File: src/rtl/drs_pkg.sv
package drs_pkg;

    typedef enum logic [3:0] {
        ST_PAUSE,
        ST_IDLE,
        ST_WAIT_BUS,
        ST_CAS_LEAD,
        ST_RAS_ACTIVE,
        ST_PRECHARGE,
        ST_SELF_WAIT,
        ST_SELF_LEAD,
        ST_SELF_HOLD,
        ST_SELF_RECOVER
    } seq_state_e;

    function automatic int unsigned max_u(input int unsigned a, input int unsigned b);
        return (a > b) ? a : b;
    endfunction

endpackage

File: src/rtl/drs_tick.sv
module drs_tick #(
    parameter int unsigned PERIOD = 780
) (
    input  logic clk,
    input  logic rst_n,
    output logic tick
);
    localparam int unsigned CW = (PERIOD > 1) ? $clog2(PERIOD) : 1;

    logic [CW-1:0] cnt;

    always_ff @(posedge clk or negedge rst_n) begin
        if (!rst_n) begin
            cnt  <= '0;
            tick <= 1'b0;
        end else if (cnt == CW'(PERIOD - 1)) begin
            cnt  <= '0;
            tick <= 1'b1;
        end else begin
            cnt  <= cnt + 1'b1;
            tick <= 1'b0;
        end
    end
endmodule

File: src/rtl/drs_credit.sv
module drs_credit #(
    parameter int unsigned LIMIT = 8
) (
    input  logic clk,
    input  logic rst_n,
    input  logic inc,
    input  logic dec,
    input  logic clr,
    output logic nonzero,
    output logic full
);
    localparam int unsigned CW = $clog2(LIMIT + 1);

    logic [CW-1:0] cnt;

    always_ff @(posedge clk or negedge rst_n) begin
        if (!rst_n) begin
            cnt <= '0;
        end else if (clr) begin
            cnt <= '0;
        end else begin
            unique case ({inc, dec})
                2'b10:   if (cnt != CW'(LIMIT)) cnt <= cnt + 1'b1;
                2'b01:   if (cnt != '0) cnt <= cnt - 1'b1;
                default: cnt <= cnt;
            endcase
        end
    end

    assign nonzero = (cnt != '0);
    assign full    = (cnt == CW'(LIMIT));
endmodule

File: src/rtl/drs_fsm.sv
module drs_fsm
    import drs_pkg::*;
#(
    parameter int unsigned PAUSE_CYC  = 10000,
    parameter int unsigned WARMUP_CYC = 8,
    parameter int unsigned CSR_CYC    = 1,
    parameter int unsigned CHR_CYC    = 1,
    parameter int unsigned RAS_CYC    = 3,
    parameter int unsigned RP_CYC     = 2,
    parameter int unsigned RASS_CYC   = 5000,
    parameter int unsigned RPS_CYC    = 6
) (
    input  logic clk,
    input  logic rst_n,
    input  logic ref_gnt,
    input  logic self_req,
    input  logic start_ok,
    input  logic more_ok,
    output logic ref_req,
    output logic ras_n,
    output logic cas_n,
    output logic we_n,
    output logic init_done,
    output logic self_active,
    output logic consume,
    output logic accrue_en,
    output logic credit_clr
);
    localparam int unsigned SPAN = max_u(max_u(max_u(PAUSE_CYC, RASS_CYC), max_u(RPS_CYC, RAS_CYC)),
                                         max_u(max_u(RP_CYC, CSR_CYC), CHR_CYC));
    localparam int unsigned PH_W = $clog2(SPAN + 1);
    localparam logic [PH_W-1:0] PH_MAX = '1;
    localparam int unsigned WM_W = $clog2(WARMUP_CYC + 1);

    seq_state_e        state, nxt;
    logic [PH_W-1:0]   ph;
    logic [WM_W-1:0]   warm;
    logic              warm_done, ras_end, want_start, want_more;

    assign warm_done  = (warm == WM_W'(WARMUP_CYC));
    assign ras_end    = (state == ST_RAS_ACTIVE) && (ph == PH_W'(RAS_CYC - 1));
    assign want_start = !warm_done || start_ok;
    assign want_more  = !warm_done || more_ok;

    always_comb begin
        nxt = state;
        unique case (state)
            ST_PAUSE:        if (ph == PH_W'(PAUSE_CYC - 1)) nxt = ST_IDLE;
            ST_IDLE:         if (want_start) nxt = ST_WAIT_BUS;
                             else if (self_req && warm_done) nxt = ST_SELF_WAIT;
            ST_WAIT_BUS:     if (ref_gnt) nxt = ST_CAS_LEAD;
            ST_CAS_LEAD:     if (ph == PH_W'(CSR_CYC - 1)) nxt = ST_RAS_ACTIVE;
            ST_RAS_ACTIVE:   if (ras_end) nxt = ST_PRECHARGE;
            ST_PRECHARGE:    if (ph == PH_W'(RP_CYC - 1)) begin
                                 if (!want_more) nxt = ST_IDLE;
                                 else if (ref_gnt) nxt = ST_CAS_LEAD;
                                 else nxt = ST_WAIT_BUS;
                             end
            ST_SELF_WAIT:    if (!self_req) nxt = ST_IDLE;
                             else if (ref_gnt) nxt = ST_SELF_LEAD;
            ST_SELF_LEAD:    if (ph == PH_W'(CSR_CYC - 1)) nxt = ST_SELF_HOLD;
            ST_SELF_HOLD:    if (!self_req && ph >= PH_W'(RASS_CYC - 1)) nxt = ST_SELF_RECOVER;
            ST_SELF_RECOVER: if (ph == PH_W'(RPS_CYC - 1)) nxt = ST_IDLE;
            default:         nxt = ST_PAUSE;
        endcase
    end

    always_ff @(posedge clk or negedge rst_n) begin
        if (!rst_n) begin
            state <= ST_PAUSE;
            ph    <= '0;
            warm  <= '0;
        end else begin
            state <= nxt;
            if (nxt != state)     ph <= '0;
            else if (ph != PH_MAX) ph <= ph + 1'b1;
            if (ras_end && !warm_done) warm <= warm + 1'b1;
        end
    end

    always_comb begin
        ref_req     = 1'b1;
        ras_n       = 1'b1;
        cas_n       = 1'b1;
        we_n        = 1'b1;
        self_active = 1'b0;
        accrue_en   = warm_done;
        credit_clr  = 1'b0;
        unique case (state)
            ST_PAUSE, ST_IDLE: ref_req = 1'b0;
            ST_CAS_LEAD:       cas_n = 1'b0;
            ST_RAS_ACTIVE: begin
                ras_n = 1'b0;
                cas_n = !(ph < PH_W'(CHR_CYC));
            end
            ST_SELF_LEAD: begin
                cas_n     = 1'b0;
                accrue_en = 1'b0;
            end
            ST_SELF_HOLD: begin
                ras_n       = 1'b0;
                cas_n       = 1'b0;
                self_active = 1'b1;
                accrue_en   = 1'b0;
                credit_clr  = 1'b1;
            end
            ST_SELF_RECOVER:   accrue_en = 1'b0;
            default:           ref_req = 1'b1;
        endcase
    end

    assign init_done = warm_done;
    assign consume   = ras_end && warm_done;
endmodule

File: src/rtl/dram_refresh_seq.sv
module dram_refresh_seq #(
    parameter int unsigned PAUSE_CYC    = 10000,
    parameter int unsigned WARMUP_CYC   = 8,
    parameter int unsigned INTERVAL_CYC = 780,
    parameter int unsigned CREDIT_MAX   = 8,
    parameter bit          BURST_MODE   = 1'b0,
    parameter int unsigned CSR_CYC      = 1,
    parameter int unsigned CHR_CYC      = 1,
    parameter int unsigned RAS_CYC      = 3,
    parameter int unsigned RP_CYC       = 2,
    parameter int unsigned RASS_CYC     = 5000,
    parameter int unsigned RPS_CYC      = 6
) (
    input  logic clk,
    input  logic rst_n,
    input  logic ref_gnt,
    input  logic self_req,
    output logic ref_req,
    output logic ras_n,
    output logic cas_n,
    output logic we_n,
    output logic init_done,
    output logic self_active
);
    logic slot_tick, owed_any, owed_full, start_ok;
    logic consume, accrue_en, credit_clr;

    drs_tick #(.PERIOD(INTERVAL_CYC)) u_tick (
        .clk  (clk),
        .rst_n(rst_n),
        .tick (slot_tick)
    );

    drs_credit #(.LIMIT(CREDIT_MAX)) u_credit (
        .clk    (clk),
        .rst_n  (rst_n),
        .inc    (slot_tick && accrue_en),
        .dec    (consume),
        .clr    (credit_clr),
        .nonzero(owed_any),
        .full   (owed_full)
    );

    generate
        if (BURST_MODE) begin : g_burst
            assign start_ok = owed_full;
        end else begin : g_spread
            assign start_ok = owed_any;
        end
    endgenerate

    drs_fsm #(
        .PAUSE_CYC (PAUSE_CYC),
        .WARMUP_CYC(WARMUP_CYC),
        .CSR_CYC   (CSR_CYC),
        .CHR_CYC   (CHR_CYC),
        .RAS_CYC   (RAS_CYC),
        .RP_CYC    (RP_CYC),
        .RASS_CYC  (RASS_CYC),
        .RPS_CYC   (RPS_CYC)
    ) u_fsm (
        .clk        (clk),
        .rst_n      (rst_n),
        .ref_gnt    (ref_gnt),
        .self_req   (self_req),
        .start_ok   (start_ok),
        .more_ok    (owed_any),
        .ref_req    (ref_req),
        .ras_n      (ras_n),
        .cas_n      (cas_n),
        .we_n       (we_n),
        .init_done  (init_done),
        .self_active(self_active),
        .consume    (consume),
        .accrue_en  (accrue_en),
        .credit_clr (credit_clr)
    );
endmodule

File: config.mk
export PLATFORM = sky130hd
export DESIGN_NAME = dram_refresh_seq
export DESIGN_NICKNAME = d
export VERILOG_FILES = /design/src/rtl/drs_pkg.sv /design/src/rtl/drs_tick.sv /design/src/rtl/drs_credit.sv /design/src/rtl/drs_fsm.sv /design/src/rtl/dram_refresh_seq.sv
export SDC_FILE = /design/constraint.sdc
export NUM_CORES = 1
export LEC_CHECK = 0
export BUFFER_PORTS_ARGS = -buffer_cell sky130_fd_sc_hd__buf_4
export CAP_MARGIN = 20
export CORE_ASPECT_RATIO = 1.1
export CORE_MARGIN = 3
export CORE_UTILIZATION = 40
export DETAILED_ROUTE_END_ITERATION = 10
export PLACE_DENSITY = 0.59
export REMOVE_ABC_BUFFERS = 1
export SLEW_MARGIN = 20
export SYNTH_ARGS = -nofsm -noshare
export SYNTH_HDL_FRONTEND = slang
export SYNTH_SLANG_ARGS = --single-unit
File: constraint.sdc
create_clock -name clk -period 2.85 [get_ports clk]
set_input_delay 0.4275 -clock clk [delete_from_list [all_inputs] [get_ports clk]]
set_output_delay 0.4275 -clock clk [all_outputs]
set_load 0.1 [all_outputs]
Yosys cells after proc, flatten, opt, wreduce, memory -nomap -nowiden --
Index checks and enable logic that the tools add are counted. Widths: inputs -> output; s select.
Operators by class: add/subtract/negate cells 5, magnitude comparators 2, eq/ne operators 22, multiplexer cells 28, reduce and logical (&&, ||, !) cells 20
Operator list (number):
- $mux 4 | 16
- $pmux 4 s10 | 1
- $mux 14 | 2
- $eq 4x3->1 const B | 4
- $add 14x1->14 const B | 1
- $eq 14x1->1 const B | 1
- $eq 14x14->1 const B | 1
- $eq 14x2->1 const B | 1
- $eq 14x3->1 const B | 1
- $ge 14x13->1 const B | 1
- $logic_not 14->1 | 1
- $lt 14x1->1 const B | 1
- $ne 14x14->1 const B | 1
- $eq 4x4->1 const B | 3
- $add 10x1->10 const B | 1
- $eq 10x10->1 const B | 1
- $mux 10 | 1
- $add 4x1->4 const B | 2
- $eq 4x2->1 const B | 2
- $pmux 4 s2 | 1
- $logic_and 1x1->1 | 6
- $mux 1 | 6
- $ne 3x2->1 const B | 2
- $reduce_or 3->1 | 2
- 15 further kinds | 18
Word-level totals: flip-flop bits (word level) 37, output and inout bits 6, word-level logic and storage cells 83

Longest topological paths before layout --
Gate-level depths: netlist of run 1.
depth in word-level cells 8, depth in mapped cells 14, gate-level depth less buffers 14

By module --
A second synthesis of run 1 with hierarchy kept.
Second synthesis, totals: cell total of the unflattened synthesis 281, area total of the unflattened synthesis 2605.0 um2
By module, submodules not included:
- drs_fsm | times used 1, cells each 196, area each 1739.2 um2
- drs_tick | times used 1, cells each 44, area each 493.0 um2
- drs_credit | times used 1, cells each 40, area each 366.6 um2
- dram_refresh_seq | times used 1, cells each 1, area each 6.3 um2

Worst setup path after synthesis of run 1 --
No wires, ideal clock.
path kind register to register, start register u_fsm.state[2], end register u_fsm.ph[2], setup time 0.101 ns, arrival time 5.227 ns, required time 2.749 ns, slack -2.478 ns, cell stages (with the launch flop) 8, path buffers 1, cells stage by stage dfrtp_1 nor4b_1 o2111a_1 or3_1 nor4_4 xnor2_1 buf_6 nor4_1
Between the ends: longest elaborated chain between the ends 6, elaborated cells between the ends (all ways) 27
RTL lines:
- from (decl) | RTL line drs_fsm.sv:35 | seq_state_e state, nxt;
- from (signal assigned) | RTL line drs_fsm.sv:74 | state <= nxt;
- $eq 4x3->1 | RTL line drs_fsm.sv:41, drs_fsm.sv:47
- $logic_and 1x1->1 | RTL line drs_fsm.sv:41 | assign ras_end = (state == ST_RAS_ACTIVE) && (ph == PH_W'(RAS_CYC - 1));
- $mux 4 | RTL line drs_fsm.sv:53 | ST_RAS_ACTIVE: if (ras_end) nxt = ST_PRECHARGE;
- $pmux 4 s10 | RTL line drs_fsm.sv:47 | unique case (state)
- $ne 4x4->1 (*) | RTL line drs_fsm.sv:75 | if (nxt != state) ph <= '0;
- $mux 14 or $reduce_bool 2->1 (tied branches)
- to (signal assigned) | RTL line drs_fsm.sv:76 | else if (ph != PH_MAX) ph <= ph + 1'b1;
- to (decl) | RTL line drs_fsm.sv:36 | logic [PH_W-1:0] ph;
Every way passes the cells marked *; elsewhere a longest branch is shown, timed or not. A chain may end at the register's enable or synchronous reset.

Worst setup path after layout of run 1 --
start register u_fsm.ph[11], end register u_fsm.ph[0]
Between the ends: longest elaborated chain between the ends 6, elaborated cells between the ends (all ways) 20
RTL lines (RTL line):
- $ge 14x13->1 or $eq 14x2->1 (tied branches) | drs_fsm.sv:62, drs_fsm.sv:41
- $logic_and 1x1->1, on equally long branches | drs_fsm.sv:62, drs_fsm.sv:41
- $mux 4, on equally long branches | drs_fsm.sv:62, drs_fsm.sv:53
- $pmux 4 s10 | drs_fsm.sv:47
- $ne 4x4->1 | drs_fsm.sv:75
- $mux 14 or $reduce_bool 2->1 (tied branches)
Parallel ways exist; a longest one is shown, timed or not.

==> results of run 1 <==
[through the flow]
step,cell area (um^2),TNS (ns),hold slack [ns]
2_1_floorplan,2380,-49.78,0.132
3_3_place_gp,2780,0,0.424
3_5_place_dp,2780,0,0.430
4_1_cts,2900,0,0.113
5_1_grt,3070,-0.0940,0.125
6_report,3070,0,0.0900
[state kept, by name, indices dropped and copies added (netlist names)]
signal        cells
u_fsm.warm        4
u_fsm.state       4
u_tick.tick       1
u_credit.cnt      4
u_tick.cnt       10
u_fsm.ph         14
[synth_stat cells (7+ instances only)]
cell / number / area share
a21oi_1: 10 / 0.021
xnor2_1: 17 / 0.061
nand2_1: 20 / 0.031
inv_1: 17 / 0.026
ha_1: 12 / 0.062
nor3_1: 15 / 0.031
nand4_1: 8 / 0.021
clkbuf_1: 8 / 0.012
xor2_1: 9 / 0.032
and3_1: 7 / 0.018
dfrtp_1: 37 / 0.38
nor2_1: 20 / 0.031
nand3_1: 18 / 0.037
[cells by family (layout without fill, tap and decap cells)]
| kind of cell | count (synthesis) | count (layout) |
|---|---|---|
| AO/OA/AOI/OAI | 35 | 35 |
| XOR/XNOR | 26 | 26 |
| adder cells (fa/ha/maj) | 13 | 13 |
| buffers and inverters | 30 | 63 |
| flip-flops | 37 | 37 |
| multiplexers | 4 | 4 |
| other | 1 | 1 |
| AND/OR/NAND/NOR | 126 | 126 |
[power groups by stage]
stage | clock network [mW] | logic, mW | registers [mW]
final | 0.479 | 0.0220 | 0.525
after global routing | 0.512 | 0.0249 | 0.524
after CTS | 0.493 | 0.0232 | 0.524
after detailed placement | 0 | 0.0232 | 0.535
after global placement | 0 | 0.0229 | 0.535
after floorplan | 0 | 0.00720 | 0.535
[worst register-to-register path: cells and delay by family (launching register included)]
family,cells,cell delay [ns]
compound gates,1,0.07
xor+xnor,1,0.12
simple gates,5,1.73
flops,1,0.38
buf+inv,2,0.38
[metal layers]
metal / track usage / part of all wire / up-vias
li1: - / - / 1028
met1: 0.225 / 0.47 / 1019
met2: 0.280 / 0.49 / 29
met3: 0.0298 / 0.029 / 9
met4: 0.0461 / 0.014 / 0
met5: 0 / 0 / -
[worst paths after layout]
check                         startpoint             end  slack [ns]  cells after the start
max in group asynchronous          rst_n  u_fsm.state[0]        2.41                      1
setup / recovery            u_fsm.ph[11]     u_fsm.ph[0]        0.11                      9
hold / removal                     rst_n   u_tick.cnt[7]        0.09                      1
setup reg to reg            u_fsm.ph[11]     u_fsm.ph[0]        0.11                      9
min in group clk           u_tick.cnt[0]   u_tick.cnt[0]        0.47                      1
hold reg to reg            u_tick.cnt[0]   u_tick.cnt[0]        0.47                      1
[area by class of cell]
type                       instances  area (um^2)  area share
clock inverter                     2         37.5      0.0122
tap                               77         96.3      0.0314
timing repair buffer              38          314       0.102
multi-input combinational        205         1550       0.504
inverter                          17         63.8      0.0208
sequential                        37          926       0.302
clock buffer                       6         82.6      0.0269
[repair_timing]
action / CTS / global route
pin swaps: 0 / 10
resized for setup: 1 / 27
setup endpoints to repair: 1 / 9
==> results.py, run 1 <==
metrics = {
    "worst_setup_path": {
        "cpPeakStageDelay_ns": 0.58,
        "critPathBufInv": 2,
        "worstPathArrival_ns": 2.93,
        "endpoint_kind": "flop",
        "path_common_cell": "nor4_4",
        "crit_chain": "or4_4 > nor4_4 > buf_4 > a21oi_2 > or3_4 > nor4_4 > xnor2_2 > buf_12 > nor4_4",
        "critPathTopFamily": "simple AND/OR/NAND/NOR gates",
        "critPathLaunchType": "flop",
        "critPathKind": "flop to flop",
        "cp_data_required_time_ns": 3.04,
        "cp_slowest_cell": "or4_4",
        "cp_max_fo": 14,
    },
    "timing": {
        "relSlewSlack": 0.632,
        "hold_violations": 0,
        "fin_crit_sh": 0.960,
        "setup_violations": 0,
        "finClkSkew_ns": 0.0118,
        "rsz0062_at_grt": "yes",
        "final_max_slew_viol_count": 0,
        "worst_pin_slew_ns": 0.545,
        "layout_min_cycle_time_ns": 2.74,
        "fin_ws_ns": 0.115,
        "fmax_mhz": 366,
    },
    "drt": {
        "drcViolationCount": 0,
        "wl_um": 5610,
        "ant_nets": 0,
        "first_pass_iters": 4,
        "vias": 2085,
        "drt_iter0_drc": 138,
        "vias_per_cell": 5.46,
        "post_drt_wl_per_cell_um": 14.7,
    },
    "synthesis": {
        "yosysSeqAreaShare": 0.379,
        "syn-instance-count": 272,
        "synthSimpleGateAreaFrac": 0.292,
        "synth-adder-area-share": 0.0697,
        "synth_xor_area_frac": 0.0933,
        "async_flop_share": 1.00,
        "synth_top_family_by_area": "simple AND/OR/NAND/NOR gates",
        "synthMuxAreaShare": 0.0169,
        "netlist_area_mm2": 0.00244,
        "synth-edff-count": 0,
        "ys_types": 48,
        "synth_compound_area_frac": 0.0944,
        "synthFlopType": "dfrtp_1",
        "synth_area_per_cell_um2": 8.97,
        "synth-warning-count": 0,
        "synth_seq_cells": 37,
    },
    "final_layout": {
        "layout_common_cells": "dfrtp_1 (37), buf_4 (35), nor2_1 (20), nand2_1 (19), nand3_1 (18)",
        "utilization": 0.525,
        "drive_gt1_frac": 0.230,
        "n_fill_cell": 538,
        "final_nets": 321,
        "synthToLayoutAreaGrowth_pct": 25.7,
        "antenna_cells": 0,
        "instances_no_fill": 382,
        "layout_commonest_cell": "dfrtp_1",
    },
    "clock_network": {
        "cts_tree": "yes",
        "clk_path_buf_depth": 2,
        "clock_latency_ns": 0.29,
        "cts_max_level": 2,
        "hold_buffers": 0,
        "clkTransAtPathRegs_ns": 0.08,
        "clock-sinks": 37,
        "root_buffer": "clkbuf_8",
        "cts_setup_buffers": 0,
        "cts_buffers": 5,
    },
    "placement": {
        "port_buffers": 8,
        "gp_congestion": 0.833,
        "hpwl_um": 3990,
        "dp.cells": 374,
        "place_ws_ns": 0.0420,
    },
    "pwr": {
        "clockPowerShare": 0.467,
        "powerDensity_mw_per_mm2": 335,
        "p_switching_uw": 214,
        "ir_drop_uv": 190,
        "p_total_mw": 1.03,
        "p_comb_frac": 0.021,
        "intPower_uw": 812,
        "leakage_nw": 1.41,
        "seq_power_share": 0.511,
        "switching_share": 0.208,
    },
    "global_routing": {
        "grt_overflow": 0,
        "grt_use_total": 0.168,
        "grt_pass1_wl_um": 9400,
        "antenna_found_initial": 0,
        "first_global_vias": 1998,
        "grt_start_max_net_pins": 38,
    },
    "flow_run": {
        "drv_cap": 0,
    },
    "die": {
        "die-area_mm2": 0.00707,
        "row_count": 29,
        "core-area_mm2": 0.00584,
        "dieHeight_um": 87.9,
        "start_util": 0.418,
        "die-width_um": 80.5,
        "num_io_pins": 10,
    },
    "min_path": {
        "hp-class": "input pin to asynchronous set/reset pin",
    },
    "run_status": {
        "status": "completed",
    },
}
Power figures use the tool's default switching activity.
==> inputs of run 2 (changes only) <==
--- a/config.mk
+++ b/config.mk
@@ -9,9 +9,9 @@
 export CAP_MARGIN = 20
 export CORE_ASPECT_RATIO = 1.1
 export CORE_MARGIN = 3
-export CORE_UTILIZATION = 40
+export CORE_UTILIZATION = 56
 export DETAILED_ROUTE_END_ITERATION = 10
-export PLACE_DENSITY = 0.59
+export PLACE_DENSITY = 0.77
 export REMOVE_ABC_BUFFERS = 1
 export SLEW_MARGIN = 20
 export SYNTH_ARGS = -nofsm -noshare
==> run 2 against run 1 <==
  * Clock power grew 18%
  * Clock skew grew 0.0031 ns
  * Register-to-register slack lost 0.06 ns
  * Largest power group is now the clock network
  * Sequential share of layout area grew 0.14 points
  * Combinational power shrank 3%
  * Final cell count shrank 5.5%
  * Flip-flop and latch count is the same
==> results.py, run 2 (synthesis gave the netlist of run 1 again) <==
metrics = {
    "run_status": {
        "status": "completed",
    },
    "timing": {
        "relSlewSlack": 0.643,
        "layout_min_cycle_time_ns": 2.79,
        "fin_crit_sh": 0.981,
        "worst_pin_slew_ns": 0.529,
        "setup_violations": 0,
        "fin_ws_ns": 0.0552,
        "finalSetupTns_ns": 0,
        "finClkSkew_ns": 0.0149,
        "rsz0062_at_grt": "yes",
        "final_max_slew_viol_count": 0,
        "fmax_mhz": 358,
        "hold_violations": 0,
    },
    "drt": {
        "wl_um": 6000,
        "vias_per_cell": 5.96,
        "drcViolationCount": 0,
        "post_drt_wl_per_cell_um": 16.6,
        "drt_iter0_drc": 127,
        "first_pass_iters": 4,
        "vias": 2152,
        "ant_nets": 0,
    },
    "pwr": {
        "leakage_nw": 1.43,
        "powerDensity_mw_per_mm2": 363,
        "ir_drop_uv": 342,
    },
    "global_routing": {
        "first_global_vias": 2003,
        "grt_start_max_net_pins": 38,
        "antenna_found_initial": 0,
        "grt_pass1_wl_um": 9160,
        "grt_util_met3": 0.0478,
        "grt_use_total": 0.239,
        "grt_overflow": 0,
        "gr-usage-met2": 0.416,
        "grt_use_met1": 0.288,
        "busiest_layer": "met2",
    },
    "die": {
        "start_util": 0.597,
        "die-width_um": 68.9,
        "die-area_mm2": 0.00519,
        "core-area_mm2": 0.00408,
        "num_io_pins": 10,
        "dieHeight_um": 75.2,
        "row_count": 24,
    },
    "clock_network": {
        "cts_tree": "yes",
        "root_buffer": "clkbuf_8",
        "cts_buffers": 5,
        "clkTransAtPathRegs_ns": 0.09,
        "cts_max_level": 2,
        "hold_buffers": 0,
        "clock_latency_ns": 0.31,
        "clock-sinks": 37,
        "clk_path_buf_depth": 2,
    },
    "worst_setup_path": {
        "cp_max_fo": 4,
        "worstPathArrival_ns": 3.04,
        "critPathKind": "flop to flop",
        "reg2reg_depth": 13,
        "endpoint_kind": "flop",
        "critPathLaunchType": "flop",
        "cp_data_required_time_ns": 3.09,
    },
    "placement": {
        "place_ws_ns": -0.119,
        "postPlaceCellArea_mm2": 0.00268,
        "gp_congestion": 0.849,
        "port_buffers": 8,
        "hpwl_um": 3720,
    },
    "final_layout": {
        "utilization": 0.748,
        "synthToLayoutAreaGrowth_pct": 25.1,
        "largest_register_ffs": 14,
        "top_regs": "u_fsm.ph x14, u_tick.cnt x10",
        "antenna_cells": 0,
        "layout_commonest_cell": "buf_4",
        "drive_gt1_frac": 0.243,
        "layout_common_cells": "buf_4 (39), dfrtp_1 (37), nand2_1 (19), nor2_1 (19), nand3_1 (18)",
        "final_nets": 325,
        "postLayoutCellArea_mm2": 0.00305,
        "regMostFlops": "u_fsm.ph",
    },
    "min_path": {
        "hp-class": "input pin to asynchronous set/reset pin",
    },
    "flow_run": {
        "drv_cap": 0,
    },
}
## run 2: power breakdown
| part | leakage, nW | internal, mW | total, mW | switching, mW |
|---|---|---|---|---|
| Combinational | 0.869 | 0.00323 | 0.0214 | 0.0182 |
| Sequential | 0.488 | 0.524 | 0.524 | 0 |
| Clock | 0.0687 | 0.353 | 0.564 | 0.211 |
| Total | 1.43 | 0.880 | 1.11 | 0.229 |
## run 2: cell type report
cell class	count	area [um^2]
fill	271	1030
multi-input combinational	205	1540
tap	52	65.1
clock buffer	5	68.8
sequential	37	926
timing repair buffer	42	320
inverter	17	63.8
clock inverter	3	68.8
## run 2: per-stage QoR
stage	total power [mW]	hold slack, ns	cells
6_report	1.11	0.0680	361
4_1_cts	1.11	0.0916	354
3_5_place_dp	0.557	0.414	343
3_3_place_gp	0.557	0.418	343
2_1_floorplan	0.542	0.132	259
5_1_grt	1.14	0.102	361
## run 2: worst paths after layout
check | from | endpoint | slack [ns]
min in group clk | u_tick.cnt[0] | u_tick.cnt[0] | 0.47
setup reg to reg | u_fsm.ph[13] | u_credit.cnt[3] | 0.06
hold / removal | rst_n | u_credit.cnt[3] | 0.07
hold reg to reg | u_tick.cnt[0] | u_tick.cnt[0] | 0.47
setup / recovery | u_fsm.ph[13] | u_credit.cnt[3] | 0.06
max in group asynchronous | rst_n | u_tick.cnt[0] | 2.43
## run 2: what timing repair did
| action | in CTS | in global routing |
|---|---|---|
| endpoints found under the setup margin | 1 | 11 |
| pin swaps | 3 | 12 |
| cloned | 0 | 1 |
| resized for setup | 4 | 23 |
| buffers inserted | 3 | 6 |
## run 2: layer usage
layer,part of all wire,routed length (um)
met5,0,0
met4,0.025,153
met3,0.050,298
met2,0.53,3160
met1,0.40,2390
## run 2: worst max-delay path, cell delays in order (launching register included)
cell,delay (ns)
dfrtp_1,0.38
or4_4,0.56
nor4_4,0.25
and4_1,0.27
nand2_2,0.08
inv_2,0.08
ha_4,0.14
buf_4,0.14
ha_4,0.22
a21oi_2,0.15
xnor2_1,0.13
nand2_1,0.09
xor2_1,0.16
nor2_1,0.11
==> inputs of run 3 (changes only) <==
--- a/config.mk
+++ b/config.mk
@@ -5,6 +5,7 @@
 export SDC_FILE = /design/constraint.sdc
 export NUM_CORES = 1
 export LEC_CHECK = 0
+export ABC_AREA = 1
 export BUFFER_PORTS_ARGS = -buffer_cell sky130_fd_sc_hd__buf_4
 export CAP_MARGIN = 20
 export CORE_ASPECT_RATIO = 1.1
==> run 3 against run 2 <==
  * Flip-flop and latch count stayed put
  * Routed wire length is 19% lower
  * Sequential share of layout area is 3.3 points higher
  * Critical endpoint unchanged
  * Largest cell class unchanged
==> results.py, run 3 <==
metrics = {
    "die": {
        "die-width_um": 70.2,
        "row_count": 25,
        "die-area_mm2": 0.00538,
        "core-area_mm2": 0.00435,
        "start_util": 0.584,
        "num_io_pins": 10,
        "dieHeight_um": 76.6,
    },
    "synthesis": {
        "synthFlopType": "dfrtp_1",
        "yosysTopAreaCell": "dfrtp_1",
        "synth-edff-count": 0,
        "synth_area_per_cell_um2": 7.35,
        "yosysSeqAreaShare": 0.365,
        "async_flop_share": 1.00,
        "yosysMostFrequentCell": "nor2_1",
        "synth_seq_cells": 37,
        "synth-warning-count": 0,
        "syn-instance-count": 345,
        "netlist_area_mm2": 0.00254,
        "ys_types": 36,
        "synthTopCellsByCount": "nor2_1 (65), nand2_1 (63), inv_1 (48)",
        "netlist_top_cells_area": "dfrtp_1 (36%), nor2_1 (9.6%), nand2_1 (9.3%), inv_1 (7.1%), ha_1 (5.9%)",
        "synth.top_cell.area_share": 0.365,
    },
    "global_routing": {
        "grt_use_total": 0.203,
        "grt_start_max_net_pins": 38,
        "antenna_found_initial": 0,
        "grt_overflow": 0,
        "grt_pass1_wl_um": 8860,
        "first_global_vias": 2060,
    },
    "drt": {
        "ant_nets": 0,
        "vias_per_cell": 5.20,
        "first_pass_iters": 4,
        "wl_um": 4840,
        "drt_iter0_drc": 166,
        "post_drt_wl_per_cell_um": 11.7,
        "drcViolationCount": 0,
        "vias": 2147,
    },
    "run_status": {
        "status": "completed",
    },
    "clock_network": {
        "cts_max_level": 2,
        "clock-sinks": 37,
        "root_buffer": "clkbuf_8",
        "cts_tree": "yes",
        "ctsResizeCount": 0,
        "hold_buffers": 0,
        "clk_path_buf_depth": 2,
        "cts_buffers": 5,
        "clkTransAtPathRegs_ns": 0.07,
        "cts_setup_buffers": 0,
        "clock_latency_ns": 0.29,
    },
    "worst_setup_path": {
        "cp_slowest_cell": "dfrtp_1",
        "path_common_cell": "ha_1",
        "r2r-end": "u_credit.cnt[3]",
        "cpPeakStageDelay_ns": 0.38,
        "worstPathArrival_ns": 2.78,
        "cp_data_required_time_ns": 3.02,
        "critPathKind": "flop to flop",
        "endpoint_kind": "flop",
        "reg2reg_slack_ns": 0.24,
        "crit_chain": "inv_1 > ha_1 > nand3_1 > nor4_2 > inv_1 > ha_1 > ha_1 > nand2_1 > nor2_1 > a211oi_2 > a21oi_1 > o21ai_0 > o21ai_0 > a21oi_1",
        "critPathLaunchType": "flop",
        "cp_max_fo": 4,
        "r2r-start": "u_fsm.warm[0]",
        "reg2reg_depth": 14,
    },
    "timing": {
        "setup_violations": 0,
        "layout_min_cycle_time_ns": 2.61,
        "hold-worst-slack_ns": 0.0941,
        "finClkSkew_ns": 0.00830,
        "final_max_slew_viol_count": 0,
        "fin_crit_sh": 0.915,
        "fmax_mhz": 384,
        "fin_ws_ns": 0.243,
        "rsz0062_at_grt": "no",
        "hold_violations": 0,
    },
    "pwr": {
        "intPower_uw": 747,
        "ir_drop_uv": 227,
        "switching_share": 0.213,
        "leakage_nw": 1.34,
        "clockPowerShare": 0.424,
        "powerDensity_mw_per_mm2": 344,
        "p_comb_frac": 0.023,
        "p_switching_uw": 202,
        "seq_power_share": 0.553,
    },
    "min_path": {
        "hp-class": "input pin to asynchronous set/reset pin",
    },
    "final_layout": {
        "drive_gt1_frac": 0.150,
        "largest_register_ffs": 14,
        "synthToLayoutAreaGrowth_pct": 8.78,
        "n_fill_cell": 395,
        "utilization": 0.635,
        "final_nets": 375,
        "instances_no_fill": 413,
        "regMostFlops": "u_fsm.ph",
        "antenna_cells": 0,
        "layout_common_cells": "nor2_1 (63), nand2_1 (63), inv_1 (48), dfrtp_1 (36), nand3_1 (29)",
        "postLayoutCellArea_mm2": 0.00276,
        "top_regs": "u_fsm.ph x14, u_tick.cnt x10",
    },
    "placement": {
        "dp.cells": 405,
        "gp_congestion": 0.893,
        "postPlaceCellArea_mm2": 0.00264,
        "port_buffers": 8,
        "place_ws_ns": 0.240,
        "hpwl_um": 3600,
    },
    "flow_run": {
        "drv_cap": 0,
    },
}
==> run 3: how the worst max path moves through the flow <==
| stage | end | start | depth (start not counted) | slack (ns) |
|---|---|---|---|---|
| after floorplan | cas_n | u_fsm.state[3] | 5 | -1.04 |
| after global routing | u_credit.cnt[3] | u_fsm.warm[0] | 14 | 0.01 |
| after global placement | u_credit.cnt[3] | u_fsm.state[0] | 14 | 0.33 |
| after CTS | u_credit.cnt[3] | u_fsm.warm[0] | 14 | 0.21 |
| after detailed placement | u_credit.cnt[3] | u_fsm.warm[0] | 14 | 0.24 |
| final | u_credit.cnt[3] | u_fsm.warm[0] | 14 | 0.24 |
==> run 3: power by group through the flow <==
stage,logic [mW],registers [mW],clock network (mW)
after floorplan,0.00751,0.535,0
after global placement,0.0229,0.535,0
after detailed placement,0.0231,0.535,0
after CTS,0.0231,0.525,0.416
after global routing,0.0256,0.524,0.434
final,0.0220,0.525,0.402
==> run 3: layer usage <==
layer | GRT usage | routed length [um]
met1 | 0.274 | 2320
met2 | 0.319 | 2240
met3 | 0.0409 | 197
met4 | 0.0805 | 81
met5 | 0 | 0
==> run 3: logic make-up (layout without fill, tap and decap cells) <==
family	after synthesis	count (layout)	share of synthesized area
flip-flops	37	37	0.365
buffers and inverters	52	66	0.0863
AO/OA/AOI/OAI	30	30	0.0710
multiplexers	2	2	0.00888
AND/OR/NAND/NOR	197	197	0.356
XOR/XNOR	13	13	0.0449
other	1	1	0.00148
adder cells (fa/ha/maj)	13	13	0.0671
==> run 3: final cells by class <==
type	instances	area, um^2	area share
inverters	48	180	0.0653
clock buffers	7	96.3	0.0349
multi-input cells	256	1410	0.510
clock inverters	1	5.00	0.00181
repair buffers	10	75.1	0.0272
well taps	54	67.6	0.0245
flip-flops and latches	37	927	0.336
==> run 3: metrics by stage <==
stage	power (mW)	TNS, ns
final	0.949	0
after global routing	0.984	0
after CTS	0.964	0
after detailed placement	0.558	0
after global placement	0.558	0
after floorplan	0.543	-1.09
==> run 3: critical path, delay by kind of cell, from the launching register on <==
| kind | cells | cell delay [ns] |
|---|---|---|
| simple gates | 4 | 0.61 |
| fa+ha+maj | 3 | 0.77 |
| buf+inv | 2 | 0.18 |
| compound gates | 5 | 0.55 |
| flops | 1 | 0.38 |
